$ cat config.mk
export PLATFORM = sky130hd
export DESIGN_NAME = irq_redirect_unit
export DESIGN_NICKNAME = d
export VERILOG_FILES = /design/src/rtl/irq_redir_pkg.sv /design/src/rtl/redir_datapath.sv /design/src/rtl/redir_ctrl.sv /design/src/rtl/irq_redirect_unit.sv
export SDC_FILE = /design/constraint.sdc
export NUM_CORES = 2
export LEC_CHECK = 0
export ABC_AREA = 0
export BUFFER_PORTS_ARGS = -buffer_cell sky130_fd_sc_hd__buf_2
export CAP_MARGIN = 40
export CORE_MARGIN = 10
export CORE_UTILIZATION = 25
export CTS_BUF_LIST = sky130_fd_sc_hd__clkbuf_4 sky130_fd_sc_hd__clkbuf_8
export DETAILED_ROUTE_END_ITERATION = 10
export GPL_ROUTABILITY_DRIVEN = 1
export PLACE_DENSITY = 0.5
export SYNTH_ARGS = -nofsm -noshare
export SYNTH_HDL_FRONTEND = slang
export SYNTH_SLANG_ARGS = --single-unit
$ cat constraint.sdc
create_clock -name clk -period 5 [get_ports clk]
set_clock_uncertainty 0.15 [all_clocks]
set_input_delay 1.25 -clock clk [delete_from_list [all_inputs] [get_ports clk]]
set_output_delay 1.25 -clock clk [all_outputs]
set_load 0.05 [all_outputs]
$ cat src/rtl/irq_redir_pkg.sv
package irq_redir_pkg;

  localparam logic [2:0] DM_NMI  = 3'b100;
  localparam logic [2:0] DM_INIT = 3'b101;

  typedef struct packed {
    logic       mask;
    logic       trigLevel;
    logic       activeLow;
    logic       destLogical;
    logic [2:0] delMode;
    logic [7:0] vector;
    logic [7:0] dest;
  } redirEntry_t;

  typedef struct packed {
    logic        wrEntryLo;
    logic        wrEntryHi;
    logic [7:0]  entrySel;
    logic        fire;
    logic [7:0]  firePin;
    logic        eoi;
    logic [7:0]  eoiVector;
    logic [31:0] wrData;
  } ctrlStrobe_t;

  function automatic redirEntry_t entryResetValue();
    redirEntry_t e;
    e      = '0;
    e.mask = 1'b1;
    return e;
  endfunction

endpackage

$ cat src/rtl/redir_datapath.sv
module redir_datapath
  import irq_redir_pkg::*;
#(
  parameter int NUM_PINS = 24
) (
  input  logic                clk,
  input  logic                rstN,
  input  logic [NUM_PINS-1:0] pinsIn,
  input  ctrlStrobe_t         strobe,
  output logic [NUM_PINS-1:0] pendingVec,
  output logic [31:0]         rdLoWord,
  output logic [31:0]         rdHiWord,
  output redirEntry_t         fireEntry,
  output logic                fireLevel
);

  redirEntry_t         entries [NUM_PINS];
  logic [NUM_PINS-1:0] pinReg;
  logic [NUM_PINS-1:0] assertedPrev;
  logic [NUM_PINS-1:0] remoteFlag;
  logic [NUM_PINS-1:0] asserted;
  logic [NUM_PINS-1:0] effLevel;
  logic [NUM_PINS-1:0] sentNow;
  logic [NUM_PINS-1:0] eoiHit;

  always_ff @(posedge clk) begin
    if (!rstN) pinReg <= '0;
    else       pinReg <= pinsIn;
  end

  for (genvar i = 0; i < NUM_PINS; i++) begin : g_pin
    assign asserted[i] = pinReg[i] ^ entries[i].activeLow;
    assign effLevel[i] = entries[i].trigLevel &&
                         (entries[i].delMode != DM_NMI) &&
                         (entries[i].delMode != DM_INIT);
    assign sentNow[i]  = strobe.fire && (strobe.firePin == 8'(i));
    assign eoiHit[i]   = strobe.eoi && (strobe.eoiVector == entries[i].vector);

    always_ff @(posedge clk) begin
      if (!rstN) begin
        entries[i]      <= entryResetValue();
        pendingVec[i]   <= 1'b0;
        remoteFlag[i]   <= 1'b0;
        assertedPrev[i] <= 1'b0;
      end else begin
        if (strobe.wrEntryLo && strobe.entrySel == 8'(i)) begin
          entries[i].vector      <= strobe.wrData[7:0];
          entries[i].delMode     <= strobe.wrData[10:8];
          entries[i].destLogical <= strobe.wrData[11];
          entries[i].activeLow   <= strobe.wrData[13];
          entries[i].trigLevel   <= strobe.wrData[15];
          entries[i].mask        <= strobe.wrData[16];
        end
        if (strobe.wrEntryHi && strobe.entrySel == 8'(i))
          entries[i].dest <= strobe.wrData[31:24];

        if (effLevel[i])
          pendingVec[i] <= asserted[i] && !entries[i].mask &&
                           !remoteFlag[i] && !sentNow[i];
        else
          pendingVec[i] <= (pendingVec[i] && !sentNow[i]) ||
                           (asserted[i] && !assertedPrev[i] && !entries[i].mask);

        if (sentNow[i] && effLevel[i]) remoteFlag[i] <= 1'b1;
        else if (eoiHit[i])            remoteFlag[i] <= 1'b0;

        assertedPrev[i] <= asserted[i];
      end
    end

    // Masked entry with nothing queued must not queue anything
    p_masked_drop_r5: assert property (@(posedge clk) disable iff (!rstN)
      (entries[i].mask && !pendingVec[i]) |=> !pendingVec[i]);

    // Remote flag blocks level re-delivery
    p_level_hold_r8: assert property (@(posedge clk) disable iff (!rstN)
      (remoteFlag[i] && effLevel[i]) |=> !pendingVec[i]);

    // Accepted level message raises the remote flag
    p_remote_set_r8: assert property (@(posedge clk) disable iff (!rstN)
      (sentNow[i] && effLevel[i]) |=> remoteFlag[i]);
  end

  always_comb begin
    rdLoWord  = '0;
    rdHiWord  = '0;
    fireEntry = entryResetValue();
    fireLevel = 1'b0;
    for (int k = 0; k < NUM_PINS; k++) begin
      if (strobe.entrySel == 8'(k)) begin
        rdLoWord = {15'b0, entries[k].mask, entries[k].trigLevel, remoteFlag[k],
                    entries[k].activeLow, pendingVec[k], entries[k].destLogical,
                    entries[k].delMode, entries[k].vector};
        rdHiWord = {entries[k].dest, 24'b0};
      end
      if (strobe.firePin == 8'(k)) begin
        fireEntry = entries[k];
        fireLevel = effLevel[k];
      end
    end
  end

endmodule

$ cat src/rtl/redir_ctrl.sv
module redir_ctrl
  import irq_redir_pkg::*;
#(
  parameter int         NUM_PINS = 24,
  parameter logic [7:0] VERSION  = 8'h21
) (
  input  logic                clk,
  input  logic                rstN,
  input  logic                busWrEn,
  input  logic [7:0]          busAddr,
  input  logic [31:0]         busWrData,
  output logic [31:0]         busRdData,
  input  logic [NUM_PINS-1:0] pendingVec,
  input  logic [31:0]         rdLoWord,
  input  logic [31:0]         rdHiWord,
  input  logic                msgReady,
  output logic                msgValid,
  input  logic                eoiValid,
  input  logic [7:0]          eoiVector,
  output ctrlStrobe_t         strobe
);

  localparam logic [7:0] ADDR_INDEX   = 8'h00;
  localparam logic [7:0] ADDR_WINDOW  = 8'h10;
  localparam logic [7:0] IDX_ID       = 8'h00;
  localparam logic [7:0] IDX_VER      = 8'h01;
  localparam logic [7:0] IDX_ARB      = 8'h02;
  localparam logic [7:0] IDX_FIRST    = 8'h10;
  localparam logic [7:0] IDX_LAST     = 8'(16 + 2 * NUM_PINS - 1);
  localparam logic [7:0] MAX_ENTRY    = 8'(NUM_PINS - 1);

  logic [7:0] indexReg;
  logic [3:0] idReg;
  logic       entryHit;
  logic       winWrite;
  logic [7:0] firePin;
  logic       anyPend;

  assign entryHit = (indexReg >= IDX_FIRST) && (indexReg <= IDX_LAST);
  assign winWrite = busWrEn && (busAddr == ADDR_WINDOW);

  always_ff @(posedge clk) begin
    if (!rstN) begin
      indexReg <= '0;
      idReg    <= '0;
    end else begin
      if (busWrEn && busAddr == ADDR_INDEX) indexReg <= busWrData[7:0];
      if (winWrite && indexReg == IDX_ID)  idReg    <= busWrData[27:24];
    end
  end

  always_comb begin
    firePin = '0;
    anyPend = 1'b0;
    for (int k = NUM_PINS - 1; k >= 0; k--) begin
      if (pendingVec[k]) begin
        firePin = 8'(k);
        anyPend = 1'b1;
      end
    end
  end

  assign msgValid = anyPend;

  always_comb begin
    strobe           = '0;
    strobe.entrySel  = 8'((indexReg - IDX_FIRST) >> 1);
    strobe.wrEntryLo = winWrite && entryHit && !indexReg[0];
    strobe.wrEntryHi = winWrite && entryHit &&  indexReg[0];
    strobe.wrData    = busWrData;
    strobe.fire      = anyPend && msgReady;
    strobe.firePin   = firePin;
    strobe.eoi       = eoiValid;
    strobe.eoiVector = eoiVector;
  end

  always_comb begin
    busRdData = '0;
    if (busAddr == ADDR_INDEX) begin
      busRdData = {24'b0, indexReg};
    end else if (busAddr == ADDR_WINDOW) begin
      if (indexReg == IDX_ID || indexReg == IDX_ARB)
        busRdData = {4'b0, idReg, 24'b0};
      else if (indexReg == IDX_VER)
        busRdData = {8'b0, MAX_ENTRY, 8'b0, VERSION};
      else if (entryHit)
        busRdData = indexReg[0] ? rdHiWord : rdLoWord;
    end
  end

  // Offered pin is waiting and no lower pin waits
  logic [NUM_PINS-1:0] lowerMask;
  assign lowerMask = ({{(NUM_PINS-1){1'b0}}, 1'b1} << firePin) - 1'b1;

  p_lowest_first_r10: assert property (@(posedge clk) disable iff (!rstN)
    msgValid |-> (pendingVec[firePin] && ((pendingVec & lowerMask) == '0)));

  // A completed handshake removes the served pin's request
  p_served_cleared_r7: assert property (@(posedge clk) disable iff (!rstN)
    (strobe.fire && !pendingVec[0]) |=> !pendingVec[$past(firePin)]
      || !$stable(pendingVec));

endmodule

$ cat src/rtl/irq_redirect_unit.sv
module irq_redirect_unit
  import irq_redir_pkg::*;
#(
  parameter int         NUM_PINS = 24,
  parameter logic [7:0] VERSION  = 8'h21
) (
  input  logic                clk,
  input  logic                rstN,
  input  logic                busWrEn,
  input  logic [7:0]          busAddr,
  input  logic [31:0]         busWrData,
  output logic [31:0]         busRdData,
  input  logic [NUM_PINS-1:0] irqPins,
  output logic                msgValid,
  input  logic                msgReady,
  output logic [7:0]          msgVector,
  output logic [2:0]          msgDelMode,
  output logic                msgDestLogical,
  output logic [7:0]          msgDest,
  output logic                msgLevel,
  input  logic                eoiValid,
  input  logic [7:0]          eoiVector
);

  ctrlStrobe_t         strobe;
  logic [NUM_PINS-1:0] pendingVec;
  logic [31:0]         rdLoWord;
  logic [31:0]         rdHiWord;
  redirEntry_t         fireEntry;
  logic                fireLevel;

  redir_ctrl #(.NUM_PINS(NUM_PINS), .VERSION(VERSION)) u_ctrl (
    .clk(clk), .rstN(rstN),
    .busWrEn(busWrEn), .busAddr(busAddr), .busWrData(busWrData),
    .busRdData(busRdData),
    .pendingVec(pendingVec), .rdLoWord(rdLoWord), .rdHiWord(rdHiWord),
    .msgReady(msgReady), .msgValid(msgValid),
    .eoiValid(eoiValid), .eoiVector(eoiVector),
    .strobe(strobe)
  );

  redir_datapath #(.NUM_PINS(NUM_PINS)) u_dp (
    .clk(clk), .rstN(rstN), .pinsIn(irqPins), .strobe(strobe),
    .pendingVec(pendingVec), .rdLoWord(rdLoWord), .rdHiWord(rdHiWord),
    .fireEntry(fireEntry), .fireLevel(fireLevel)
  );

  assign msgVector      = fireEntry.vector;
  assign msgDelMode     = fireEntry.delMode;
  assign msgDestLogical = fireEntry.destLogical;
  assign msgDest        = fireEntry.dest;
  assign msgLevel       = fireLevel;

endmodule

* Word-level counts from Yosys, hierarchy flattened
Memory sizes are Yosys's and may differ from the RTL's.
Index checks and enable logic that the tools add are counted.
** Operators by class
- $add $sub $neg :: 1
- $lt $le $gt $ge :: 2
- Equal/unequal tests :: 121
- Multiplexer cells :: 535
- Bitwise logic cells :: 192
- Reductions and logical operators :: 470
** Operators with widths (number)
- $mux W32 :: 30
- $mux W20 :: 24
- $mux W17 :: 24
- $mux W8 :: 48
- $mux W1 :: 361
- $logic_and A1 B1 Y1 :: 320
- $eq A8 B8 Y1 :: 24
- $or A1 B1 Y1 :: 168
- $ne A3 B3 Y1 const B :: 48
- $mux W5 :: 24
- $logic_not A1 Y1 :: 97
- $mux W3 :: 24
- $eq A7 B4 Y1 const B :: 8
- $eq A7 B5 Y1 const B :: 8
- $reduce_bool A2 Y1 :: 24
- $eq A5 B4 Y1 const B :: 8
- $eq A5 B5 Y1 const B :: 8
- $logic_not A8 Y1 :: 4
- $eq A7 B3 Y1 const B :: 4
- $logic_or A1 B1 Y1 :: 25
- $xor A1 B1 Y1 :: 24
- $eq A5 B3 Y1 const B :: 4
- $eq A7 B2 Y1 const B :: 2
- $eq A5 B2 Y1 const B :: 2
- 8 further kinds :: 8
** Word-level totals
- Flip-flop bits (word level) :: 108
- Bits in writable memories :: 552
- Bits of input ports :: 77
- Output and inout bits :: 54
- Word-level logic and storage cells :: 1397
- Memories kept :: 1
** Memory list
- u_dp.entries :: depth 24, bits a word 23, rd ports 24, clocked after memory_dff 0, write ports 24, line redir_datapath.sv:17 : redirEntry_t entries [NUM_PINS];

* Longest topological paths before layout
- Depth in word-level cells :: 49
- Gate-level depth with buffers :: 14

* Modules after synthesis
From an unflattened synthesis, not the netlist that was laid out.
** Unflattened totals
- Cell total of the unflattened synthesis :: 4275
- Area total of the unflattened synthesis :: 41906.4 um^2
** Modules (own cells, without submodules)
- redir_datapath :: instances 1, cells each 3996, area each 39880.7 um^2, sequential area each 18497.7 um^2
- redir_ctrl :: instances 1, cells each 279, area each 2025.7 um^2, sequential area each 240.2 um^2

* Least setup slack after synthesis
No wires, ideal clock.
- Path type :: input -> output
- Start :: in busAddr[2]
- End :: out busRdData[30]
- Arrival :: 4.873 ns
- Data required time :: 3.600 ns
- Path slack :: -1.273 ns
- Cell stages on the path :: 5
- Buffers on the path :: 0
- Cells stage by stage :: nor4_1 -> nand3_1 -> or2_2 -> or2_2 -> a2111oi_0
** On the way
- Longest elaborated chain between the ends :: 3
- Elaborated cells on any way between the ends :: 4
** RTL lines
- start, declared :: line irq_redirect_unit.sv:10 : input logic [7:0] busAddr,
- $eq A8 B5 Y1 :: line redir_ctrl.sv:81 : end else if (busAddr == ADDR_WINDOW) begin
- $mux W32 :: line redir_ctrl.sv:81
- $mux W32 (*) :: line redir_ctrl.sv:79 : if (busAddr == ADDR_INDEX) begin
- end, declared :: line irq_redirect_unit.sv:12 : output logic [31:0] busRdData,
Every way passes the cells marked *; elsewhere a longest branch is shown, timed or not.

* Final worst setup path
- Start :: reg u_dp.pendingVec[6]
- End :: out msgDest[6]
** On the way
- Longest elaborated chain between the ends :: 32
- Elaborated cells on any way between the ends :: 55
** RTL lines
- start, declared :: line redir_datapath.sv:10 : output logic [NUM_PINS-1:0] pendingVec,
- start signal, assigned by index :: line redir_datapath.sv:58 : pendingVec[i] <= asserted[i] && !entries[i].mask &&
- start signal, assigned by index :: line redir_datapath.sv:61 : pendingVec[i] <= (pendingVec[i] && !sentNow[i]) ||
- $mux W5 (*) (7 in a row) :: line redir_ctrl.sv:56 : if (pendingVec[k]) begin
- $logic_not A8 Y1 :: line redir_datapath.sv:96 : if (strobe.firePin == 8'(k)) begin
- $mux W20 (23 in a row) :: line redir_datapath.sv:96
- $mux W20 (*) :: line redir_datapath.sv:96
- end, declared :: line irq_redirect_unit.sv:19 : output logic [7:0] msgDest,
Marks and branches as above.

==> summary.md <==
| Metric | Value |
|---|---|
| Mux cell area share after synthesis | 0.01920 |
| Slew HR | 0.3165 |
| Die area | 164700 um2 |
| # nets final | 4524 |
| Post-synth EDFFs | 552 |
| CP max-delay cell | or3_1 |
| CTS Hold Bufs | 0 |
| Max incr delay on CP | 0.37 ns |
| Routed vias/inst | 5.786 |
| Area growth, synth to finish | 41.72% |
| Cell taking the most area after synthesis | edfxtp_1 |
| Xor/xnor share of the synthesized area | 0.05130 |
| Syn_area_per_cell | 9.994 um2 |
| Synth cell types | 97 |
| Buffers on Ports | 117 |
| Clk_lat worst skew | 0.89 ns |
| Hold Fails Final Rpt | 0 |
| Final hold slack | 0.3617 ns |
| Initial DRC count | 5799 |
| Worst-path cell chain | buf_6, nor3b_4, buf_4, a211oi_2, nand2_1, buf_4, nor2_2, buf_4, a32oi_1, a211o_1, nand4_1, a41oi_2, or3_1, nand4_1, buf_4, buf_12 |
| FF+latch count, synth | 660 |
| Simple-Gate Fraction of Synth Area | 0.2133 |
| Core area | 147800 um2 |
| Router iterations before antenna repair | 9 |
| Via count | 37495 |
| Post-layout min period | 5.713 ns |
| Post-Synthesis Cells | 3724 |
| CP arrival | 4.31 ns |
| Fmax | 175.0 MHz |
| Max-slew violation count | 0 |
| Ys flop type | edfxtp_1 |
| Synth cell count leaders | edfxtp_1, and3_1, nand2_1, clkbuf_1, nor2_1 |
| Vias in the first global route | 36177 |
| Seq/Total Area, Yosys | 0.5035 |
| Synth Area in Compound Gates | 0.1675 |
| WL/cell | 31.72 um |
| Worst slew pin tran | 1.014 ns |
| Worst-path clk slew | 0.05 ns |
| CTS tree | done |
| GRT Overall Usage | 0.2388 |
| Worst-path maximum fanout | 7 |
| Mapped Area | 37220 um2 |
| Initial core utilization | 0.2517 |
| Post-DP HPWL | 148200 um |
| RSZ-0062 raised after global routing | true |
| # setup viols final | 46 |
| CTS HTree Levels | 4 |
| PwrDens | 304.0 nW/um2 |
| Startpoint Class | register |
| Status | complete, but fails checks |
| Max IR drop VDD | 385.4 uV |
| Site row count | 141 |
| Clk root buf | clkbuf_8 |
| Worst min path class | reg2reg |
| Yosys warns | 0 |
| Leading post-synthesis cells by cell area | edfxtp_1, and3_1, dfxtp_1 |
| Die Y | 405.8 um |
| GR Overflow Total | 0 |
| Max-cap violations | 0 |
| First-pass GRT wire length | 282100 um |
| Drt total wl | 205500 um |
| Placer Congestion | 0.9913 |
| Async SR Flop Fraction | 0 |
| Sink Count | 660 |
| Inserted Clock Buffers | 133 |
| Setup TNS | -19.10 ns |
| DRC | 0 |
| Final worst slack | -0.7128 ns |
| Largest net degree at the start of global routing | 160 |
| Most frequent cell after synthesis | edfxtp_1 |
| Largest family of logic cells by synthesized area | simple AND/OR/NAND/NOR gates |
| Share of the synthesized area in the top cell type | 0.4454 |
| Cell mode on critical path | buf_4 |
| Failing checks | setup timing |
| Layout cell share with drive strength beyond 1 | 0.3502 |
| Period Utilization, post-route | 1.143 |
| DIE WIDTH | 405.8 um |
| Crit end category | output port |
| Leak Pwr | 21.26 nW |
| Crit Path Category | reg2out |
| Post-Synth Adder-Cell Area | 0.001009 |
| Routed Antenna Nets | 0 |
| Clk buf depth | 3 |
| Initial antenna violation count | 18 |
| Top Ports | 131 |
| CP required | 3.60 ns |
## per-layer routing
metal  vias up  GRT usage  routed length [um]
li1      15666          -                   -
met1     18715     0.3214               83090
met2      2560     0.3552               88020
met3       538    0.05626               22660
met4        16     0.1223               11680
met5         -          0                  82
## repair_timing
item,in CTS,in global routing
setup buffers,124,95
resized for setup,542,213
endpoints found under the setup margin,46,46
pin swaps,166,172
cloned,12,2
## worst paths after layout
path                           start                   to  slack [ns]  depth (start not counted)
setup / recovery  u_dp.pendingVec[6]           msgDest[6]       -0.71                         16
hold / removal       u_ctrl.idReg[3]      u_ctrl.idReg[3]        0.36                          2
setup reg to reg  u_ctrl.indexReg[2]  u_dp.entries[0][80]        1.65                         12
hold reg to reg      u_ctrl.idReg[3]      u_ctrl.idReg[3]        0.36                          2
## stage by stage
| stage | instances | cell area, um2 | util | total power [mW] | setup slack [ns] |
|---|---|---|---|---|---|
| after floorplan | 3727 | 37290 | - | 7.765 | 0.01586 |
| after global placement | 6038 | 44780 | 0.3029 | 9.548 | -0.4063 |
| after detailed placement | 6038 | 44780 | 0.3029 | 9.540 | -0.3982 |
| after CTS | 6390 | 51170 | 0.3461 | 15.81 | -0.7187 |
| after global routing | 6477 | 52740 | 0.3567 | 16.44 | -0.8245 |
| final | 6480 | 52740 | 0.3568 | 16.03 | -0.7128 |
## where the power goes
part,switching [mW],leakage [nW],internal (mW)
clock network,2.70,1.39,3.13
registers,0.217,6.31,6.17
logic,2.27,13.6,1.54
## critical path, delay by kind of cell (launching register included)
kind,cells,cell delay (ns)
compound gates,4,0.66
buf+inv,6,1.06
flops,1,0.34
simple gates,6,1.39
## cells by family after synthesis
group	after synthesis
compound gates	904
xor+xnor	218
fa+ha+maj	3
buf+inv	402
flops	660
mux	57
other cells	1
simple gates	1479
## state kept, by name, summed over array words and instances (netlist names)
signal / cells
u_dp.remoteFlag: 24
u_ctrl.indexReg: 8
u_ctrl.idReg: 4
u_dp.entries: 552
u_dp.assertedPrev: 24
u_dp.pinReg: 24
u_dp.pendingVec: 24
## cell usage in the layout, fill, tap and decap left out, types with 29 or more instances in the layout
master	Yosys	final
a221oi_1	72	34
and2_1	52	50
xor2_1	193	192
buf_12	0	100
buf_8	0	37
buf_4	19	580
nor3_1	79	59
nor2_4	2	34
buf_2	49	70
and3_1	542	537
nor2_1	225	179
a22oi_1	85	71
a21oi_1	194	157
o21ai_1	13	37
inv_1	34	32
a21oi_2	1	30
clkbuf_8	0	144
mux2i_1	32	31
nand2b_1	34	33
nand4_1	42	42
dfxtp_1	108	93
o22ai_1	48	40
buf_6	0	141
a222oi_1	60	60
o21ai_0	196	140
nand2_1	291	265
nor4_1	34	29
clkbuf_4	0	44
edfxtp_1	552	552
nand3_1	81	62
## layout make-up
cell class | instances | area, um2
multi-input cells | 2665 | 19420
clock buffers | 188 | 2312
diodes | 7 | 17.52
clock inverters | 46 | 314.1
well taps | 1930 | 2415
fillers | 14818 | 95100
flip-flops and latches | 660 | 18770
inverters | 39 | 153.9
repair buffers | 945 | 9343
(Power assumes the default switching activity.)
